[src/rtl/xbus_pkg.sv]
package xbus_pkg;

    typedef enum logic [1:0] {
        MODE_IDLE   = 2'd0,
        MODE_DRIVE  = 2'd1,
        MODE_LISTEN = 2'd2
    } bus_mode_e;

    typedef struct packed {
        logic active;
        logic col;
        logic single;
        logic multi;
        logic data;
    } loc_stat_t;

    localparam int unsigned MAX_PORTS = 64;

    function automatic logic [6:0] ones64(input logic [63:0] v);
        logic [6:0] n;
        n = '0;
        for (int i = 0; i < 64; i++) begin
            n = n + {6'd0, v[i]};
        end
        return n;
    endfunction

    function automatic bus_mode_e decode_mode(input logic ack_n, input logic req_n);
        if (ack_n)
            return MODE_IDLE;
        else if (!req_n)
            return MODE_DRIVE;
        else
            return MODE_LISTEN;
    endfunction

endpackage

[src/rtl/xbus_sync.sv]
module xbus_sync #(
    parameter int unsigned W      = 2,
    parameter int unsigned STAGES = 2
) (
    input  logic         clk,
    input  logic         rst,
    input  logic [W-1:0] d,
    output logic [W-1:0] q
);
    logic [W-1:0] chain [STAGES];

    genvar s;
    generate
        for (s = 0; s < STAGES; s++) begin : g_stage
            if (s == 0) begin : g_first
                always_ff @(posedge clk) begin
                    if (rst) chain[0] <= '0;
                    else     chain[0] <= d;
                end
            end else begin : g_next
                always_ff @(posedge clk) begin
                    if (rst) chain[s] <= '0;
                    else     chain[s] <= chain[s-1];
                end
            end
        end
    endgenerate

    assign q = chain[STAGES-1];
endmodule

[src/rtl/xbus_activity.sv]
module xbus_activity
    import xbus_pkg::*;
#(
    parameter int unsigned NPORTS = 8
) (
    input  logic              clk,
    input  logic              rst,
    input  logic [NPORTS-1:0] port_rx,
    input  logic [NPORTS-1:0] port_col,
    input  logic              fifo_busy,
    input  logic              tx_data,
    output logic              active_now,
    output loc_stat_t         stat_q
);
    localparam int unsigned CW = 7;

    logic [63:0]   col_wide;
    logic [CW-1:0] col_cnt;
    logic          rx_elsewhere;
    loc_stat_t     stat_d;

    assign col_wide     = 64'(port_col);
    assign col_cnt      = ones64(col_wide);
    assign rx_elsewhere = |(port_rx & ~port_col);
    assign active_now   = (|port_rx) | (|port_col) | fifo_busy;

    always_comb begin
        stat_d        = '0;
        stat_d.active = active_now;
        stat_d.col    = (col_cnt != '0);
        stat_d.single = (col_cnt == CW'(1)) && !rx_elsewhere;
        stat_d.multi  = (col_cnt > CW'(1)) || ((col_cnt == CW'(1)) && rx_elsewhere);
        stat_d.data   = tx_data;
    end

    always_ff @(posedge clk) begin
        if (rst) stat_q <= '0;
        else     stat_q <= stat_d;
    end
endmodule

[src/rtl/xbus_dir_ctrl.sv]
module xbus_dir_ctrl
    import xbus_pkg::*;
(
    input  logic      ack_n,
    input  logic      req_n,
    input  loc_stat_t stat_q,
    output bus_mode_e mode,
    output logic      jam_out,
    output logic      jam_oe,
    output logic      dat_out,
    output logic      dat_oe
);
    assign mode    = decode_mode(ack_n, req_n);
    assign jam_oe  = (mode == MODE_DRIVE);
    assign dat_oe  = (mode == MODE_DRIVE);
    assign jam_out = stat_q.col;
    assign dat_out = stat_q.col ? stat_q.single : stat_q.data;
endmodule

[src/rtl/xbus_port_ctrl.sv]
module xbus_port_ctrl
    import xbus_pkg::*;
#(
    parameter int unsigned NPORTS      = 8,
    parameter int unsigned SYNC_STAGES = 2
) (
    input  logic              clk,
    input  logic              rst,
    input  logic [NPORTS-1:0] port_rx,
    input  logic [NPORTS-1:0] port_col,
    input  logic              fifo_busy,
    input  logic              tx_data,
    input  logic              bus_ack_n,
    input  logic              bus_jam_in,
    input  logic              bus_dat_in,
    output logic              req_n,
    output logic              bus_jam_out,
    output logic              bus_jam_oe,
    output logic              bus_dat_out,
    output logic              bus_dat_oe,
    output logic              bus_listen,
    output logic              jam_sync,
    output logic              dat_sync,
    output logic              col_seen,
    output logic              col_multi
);
    localparam int unsigned SYNC_W = 2;

    loc_stat_t         stat_q;
    logic              active_now;
    bus_mode_e         mode;
    logic [SYNC_W-1:0] pad_raw;
    logic [SYNC_W-1:0] pad_sync;
    logic              remote_jam;

    xbus_activity #(.NPORTS(NPORTS)) u_activity (
        .clk        (clk),
        .rst        (rst),
        .port_rx    (port_rx),
        .port_col   (port_col),
        .fifo_busy  (fifo_busy),
        .tx_data    (tx_data),
        .active_now (active_now),
        .stat_q     (stat_q)
    );

    assign req_n = !stat_q.active;

    xbus_dir_ctrl u_dir (
        .ack_n   (bus_ack_n),
        .req_n   (req_n),
        .stat_q  (stat_q),
        .mode    (mode),
        .jam_out (bus_jam_out),
        .jam_oe  (bus_jam_oe),
        .dat_out (bus_dat_out),
        .dat_oe  (bus_dat_oe)
    );

    assign pad_raw = {bus_jam_in, bus_dat_in};

    xbus_sync #(.W(SYNC_W), .STAGES(SYNC_STAGES)) u_sync (
        .clk (clk),
        .rst (rst),
        .d   (pad_raw),
        .q   (pad_sync)
    );

    assign jam_sync   = pad_sync[1];
    assign dat_sync   = pad_sync[0];
    assign bus_listen = (mode == MODE_LISTEN);
    assign remote_jam = bus_listen && jam_sync;
    assign col_seen   = stat_q.col || remote_jam;
    assign col_multi  = stat_q.multi || (remote_jam && (!dat_sync || active_now));
endmodule

[config.mk]
export PLATFORM = sky130hd
export DESIGN_NAME = xbus_port_ctrl
export DESIGN_NICKNAME = d
export VERILOG_FILES = /design/src/rtl/xbus_pkg.sv /design/src/rtl/xbus_sync.sv /design/src/rtl/xbus_activity.sv /design/src/rtl/xbus_dir_ctrl.sv /design/src/rtl/xbus_port_ctrl.sv
export SDC_FILE = /design/constraint.sdc
export NUM_CORES = 1
export LEC_CHECK = 0
export BUFFER_PORTS_ARGS = -buffer_cell sky130_fd_sc_hd__buf_2
export CORE_MARGIN = 2
export CORE_UTILIZATION = 42
export DETAILED_ROUTE_END_ITERATION = 6
export GPL_ROUTABILITY_DRIVEN = 0
export MAX_ROUTING_LAYER = met4
export PLACE_DENSITY = 0.76
export SYNTH_ARGS = -nofsm -noshare
export SYNTH_HDL_FRONTEND = slang
export SYNTH_SLANG_ARGS = --single-unit
[constraint.sdc]
create_clock -name clk -period 4.8 [get_ports clk]
set_input_delay 0.48 -clock clk [delete_from_list [all_inputs] [get_ports clk]]
set_output_delay 0.48 -clock clk [all_outputs]
set_load 0.02 [all_outputs]
== Word-level counts from Yosys, hierarchy flattened ==
Memories as Yosys holds them, arrays and structs flattened.
Cells that the tools add are included.
Word-level totals
  flip-flop bits (word level): 5
  bits in latches: 0
  bits in writable memories: 4
  ROM bits: 0
  input bits: 23
  output and inout port bits: 10
  logic and storage cells: 46
  memories kept: 1
Cells by class
  add/sub/neg operators: 7
  multipliers: 0
  div/mod/pow operators: 0
  order comparisons: 1
  equal/unequal tests: 3
  shifts and indexed selects: 0
  multiplexer cells: 8
  bitwise operators: 6
  reduce and logical (&&, ||, !) cells: 15
Memories
  u_sync.chain: words 2, width 2, read ports 2, clocked after Yosys merged registers in 0, wr ports 2, RTL line xbus_sync.sv:10  | logic [W-1:0] chain [STAGES];
Operator list (count)
  7-bit by 1-bit adder with 7-bit output: 6
  8-bit OR reduction: 3
  8-bit AND: 1
  2-bit 2-to-1 mux: 4
  8-bit inverter: 1
  7-bit by 1-bit == test with 1-bit output, second input constant: 1
  7-bit by 1-bit greater-than comparator with 1-bit output, second input constant: 1
  7-bit nonzero test: 1
  1-bit logical AND: 4
  1-bit logical OR: 4
  1-bit 2-to-1 mux: 4
  1-bit bitwise OR: 4
  1-bit logical NOT: 3
  1-bit by 1-bit adder with 2-bit output: 1
  2-bit by 1-bit == test with 1-bit output, second input constant: 1
  2-bit == test, second input constant: 1

== Depth between registers and ports, before layout ==
  word-level depth: 10
  mapped depth: 13
  mapped depth without buffers: 13

== Modules after synthesis ==
From an unflattened synthesis, not the netlist that was laid out.
Unflattened totals
  cell total of the unflattened synthesis: 69
  area total of the unflattened synthesis: 669.4 µm²
By module, submodules not included
  xbus_activity: times used 1, cells each 49, area each 460.4 µm², sequential area each 100.1 µm²
  xbus_sync: times used 1, cells each 8, area each 105.1 µm², sequential area each 80.1 µm²
  xbus_port_ctrl: times used 1, cells each 6, area each 56.3 µm², sequential area each 0.0 µm²
  xbus_dir_ctrl: times used 1, cells each 6, area each 47.5 µm², sequential area each 0.0 µm²

== Worst setup path before layout ==
Ideal clock, no wire load.
  kind: input-to-reg
  start: in port_col[1]
  end: reg u_activity.stat_q[2] (netlist name)
  library setup time: 0.114 ns
  arrival: 3.365 ns
  data required time: 4.686 ns
  slack: 1.321 ns
  stages on the path: 13
  path buffers: 0
  path through: inv_1 > ha_1 > inv_1 > fa_1 > fa_1 > inv_1 > fa_1 > inv_1 > fa_1 > and3b_1 > a41oi_1 > and4b_1 > and2b_1
On the way
  cells in the longest elaborated chain, start to end: 9
  elaborated cells on any way between the ends: 13
  classes of those cells: add/sub (7); eq/ne (1); bitwise (2); reduce/logical (3)
RTL lines
  from (decl): RTL line xbus_port_ctrl.sv:10  | input logic [NPORTS-1:0] port_col,
  1-bit by 1-bit adder with 2-bit output: RTL line xbus_pkg.sv:23  | n = n + {6'd0, v[i]};
  7-bit by 1-bit adder with 7-bit output (6 in a row): RTL line xbus_pkg.sv:23
  7-bit by 1-bit == test with 1-bit output: RTL line xbus_activity.sv:31  | stat_d.single = (col_cnt == CW'(1)) && !rx_elsewhere;
  1-bit logical AND (*): RTL line xbus_activity.sv:31
Mark *: on every way between the ends. The rest lies on a longest branch, timed or not.
A chain may end at the register's enable or synchronous reset.

== Worst setup path after layout ==
  start: in port_col[1]
  end: reg u_activity.stat_q[2] (netlist name)
On the way
  cells in the longest elaborated chain, start to end: 9
  elaborated cells on any way between the ends: 13
  classes of those cells: add/sub (7); eq/ne (1); bitwise (2); reduce/logical (3)
RTL lines (RTL line)
  1-bit by 1-bit adder with 2-bit output: xbus_pkg.sv:23
  7-bit by 1-bit adder with 7-bit output (6 in a row): xbus_pkg.sv:23
  7-bit by 1-bit == test with 1-bit output: xbus_activity.sv:31
  1-bit logical AND (*): xbus_activity.sv:31
Marks and branches as above.

==> impl_metrics.py <==
metrics = {
    "status": {
        "status": "finished clean",
    },
    "worst_setup_path": {
        "start_kind": "input pin",
        "reg2regPathDepth": 1,
        "crit_arrival_ns": 3.63,
        "required_ns": 4.94,
        "r2r-end": "u_sync.chain[1][1]",
        "crit_path_max_fanout": 2,
        "rrSetupSlack_ns": 4.29,
        "path_class": "in -> reg",
        "cp-end-kind": "register",
        "reg2reg_from": "u_sync.chain[0][1]",
        "crit_start": "port_col[1]",
        "critPathCapture": "u_activity.stat_q[2]",
    },
    "pwr": {
        "power_density_mw_per_mm2": 278,
        "cellLeakagePower_nw": 0.439,
        "ir_drop_uv": 107,
        "power_uw": 223,
    },
    "synth": {
        "synth_xor_area_frac": 0,
        "synth_fa_ha_area_frac": 0.216,
        "synth_nets": 94,
        "synth-edff-count": 0,
        "synth_top_area_frac": 0.299,
        "syn_area_um2": 603,
        "synth_most_common_cell": "inv_1",
        "netlist_top_cells_area": "dfxtp_1, fa_1, ha_1",
        "seq_area_frac_synth": 0.299,
        "synth_seq_cells": 9,
        "synth_area_per_cell_um2": 9.57,
        "yosys_warnings": 0,
        "synth_cell_type_count": 23,
        "synth_top_family_by_area": "simple AND/OR/NAND/NOR gates",
        "synth_compound_area_frac": 0.116,
        "synth_ff_type": "dfxtp_1",
        "ys_top_cells_by_count": "inv_1, dfxtp_1, nor2b_1",
        "muxShareOfSynthArea": 0.0187,
        "synthSimpleGateAreaFrac": 0.257,
        "netlist_instances": 63,
        "async_reset_ff_frac": 0,
        "yosysTopAreaCell": "dfxtp_1",
    },
    "sta": {
        "min_period_over_period": 0.725,
        "fin_worst_skew_ns": 0.0000826,
        "rsz0062_at_grt": "no",
        "setup_viol": 0,
        "report.final.slew_viol_count": 0,
        "hold_viol_final": 0,
        "min_period_ns": 3.48,
        "tightest_slew_ns": 0.359,
        "relSlewSlack": 0.757,
        "final.setup.tns_ns": 0,
        "max_freq_mhz": 287,
    },
    "final_layout": {
        "area_growth_pct": 32.8,
        "drive_above_1_share": 0.388,
        "insertedDiodeCount": 0,
        "layout.nets": 130,
        "final_area_um2": 801,
    },
    "drt": {
        "vias": 568,
        "drt_wl_total_um": 1210,
        "drtIter0Drc": 11,
        "vias_per_cell": 5.03,
        "wl_per_cell_um": 10.7,
        "drt_pass1_iterations": 4,
        "ant_nets": 0,
        "drcViolationCount": 0,
    },
    "global_route": {
        "globalRouteOverflowTotal": 0,
        "grt_util_all_layers": 0.175,
        "grt_max_degree": 10,
        "antenna_found_initial": 0,
        "grt_pass1_wl_um": 2210,
        "first_global_vias": 548,
    },
    "clock_network": {
        "tritoncts": "built",
        "cts_root_buf": "clkbuf_4",
        "ctsHoldBuffers": 0,
        "cts.sinks": 9,
        "cts_resized": 0,
        "clock_path_buffers": 2,
        "cts_buffers": 3,
        "clk_pin_slew_ns": 0.06,
        "post_cts_buffers": 0,
        "insertion_delay_ns": 0.25,
        "htree_levels": 1,
    },
    "floorplanning": {
        "core_mm2": 0.00132,
        "die_x_um": 41.9,
        "io_pins": 33,
        "die_y_um": 41.9,
        "initial_utilization": 0.458,
        "num_rows": 13,
        "die_area_mm2": 0.00176,
    },
    "place": {
        "numPortBuffers": 32,
        "hpwlAfterDp_um": 1090,
        "dpl_cell_area_um2": 774,
    },
    "job": {
        "drv_cap": 0,
    },
    "min_path": {
        "hold_class": "reg -> reg",
    },
}
[layout make-up]
cell class,instances,area [um2]
multi-input cells,40,367
fillers,128,517
clock buffers,4,26.3
inverters,13,48.8
repair buffers,32,160
flip-flops and latches,9,180
well taps,15,18.8
[where the power goes]
group          total [mW]  leakage, nW  internal (mW)  switching (mW)
clock              0.0560       0.0150         0.0319          0.0241
combinational      0.0834        0.349         0.0388          0.0445
sequential         0.0833       0.0748         0.0808         0.00251
[worst min-delay path by stage]
stage | start | end | depth (start not counted)
5_1_grt | bus_dat_in | u_sync.chain[0][0] | 2
2_1_floorplan | u_sync.chain[0][0] | u_sync.chain[1][0] | 1
6_report | u_sync.chain[0][0] | u_sync.chain[1][0] | 1
4_1_cts | bus_dat_in | u_sync.chain[0][0] | 2
3_3_place_gp | u_sync.chain[0][1] | u_sync.chain[1][1] | 1
3_5_place_dp | u_sync.chain[0][0] | u_sync.chain[1][0] | 1
[layout by cell type, fill, tap and decap left out]
| cell type | n |
|---|---|
| a2111oi_4 | 1 |
| a21boi_0 | 1 |
| a21o_1 | 1 |
| a222oi_1 | 1 |
| a31o_1 | 1 |
| a41oi_1 | 1 |
| and2b_1 | 1 |
| and3b_1 | 1 |
| and4_1 | 1 |
| and4b_1 | 1 |
| buf_2 | 32 |
| clkbuf_1 | 1 |
| clkbuf_4 | 3 |
| dfxtp_1 | 9 |
| fa_1 | 4 |
| ha_1 | 4 |
| inv_1 | 13 |
| mux2_2 | 1 |
| nand2_1 | 2 |
| nor2_1 | 6 |
| nor2b_1 | 7 |
| nor2b_4 | 1 |
| nor3_1 | 1 |
| nor4_1 | 3 |
| nor4b_1 | 1 |
[through the flow]
step           utilization  setup WS (ns)  hold WS, ns  instances
6_report             0.608           1.32        0.440        113
4_1_cts              0.608           1.29        0.426        113
5_1_grt              0.608           1.19        0.422        113
3_5_place_dp         0.588           1.03        0.430        109
3_3_place_gp         0.588           1.10        0.424        109
2_1_floorplan            -           1.32        0.414         63
[worst max-delay path: stages]
cell and delay [ns]:
buf_2 0.11, inv_1 0.12, ha_1 0.24, inv_1 0.06, fa_1 0.43, fa_1 0.50
inv_1 0.05, fa_1 0.37, inv_1 0.08, fa_1 0.42, and3b_1 0.19, a41oi_1 0.20
and4b_1 0.23, and2b_1 0.15
[flip-flops by register name (all words and copies together), names as in the netlist]
| name | cells |
|---|---|
| u_activity.stat_q | 5 |
| u_sync.chain | 4 |
[cells by family (layout without fill, tap and decap cells)]
group / after synthesis / in the layout
AOI/OAI and AO/OA: 6 / 6
muxes: 1 / 1
buffers and inverters: 14 / 49
adders and majority gates: 8 / 8
and+or+nand+nor: 25 / 25
DFF: 9 / 9
[layer usage]
layer / vias up / part of all wire / GRT usage
li1: 280 / - / -
met1: 257 / 0.35 / 0.171
met2: 27 / 0.55 / 0.313
met3: 4 / 0.078 / 0.0435
met4: 0 / 0.027 / 0.0968
met5: - / 0 / -
Power figures use the tool's default switching activity.
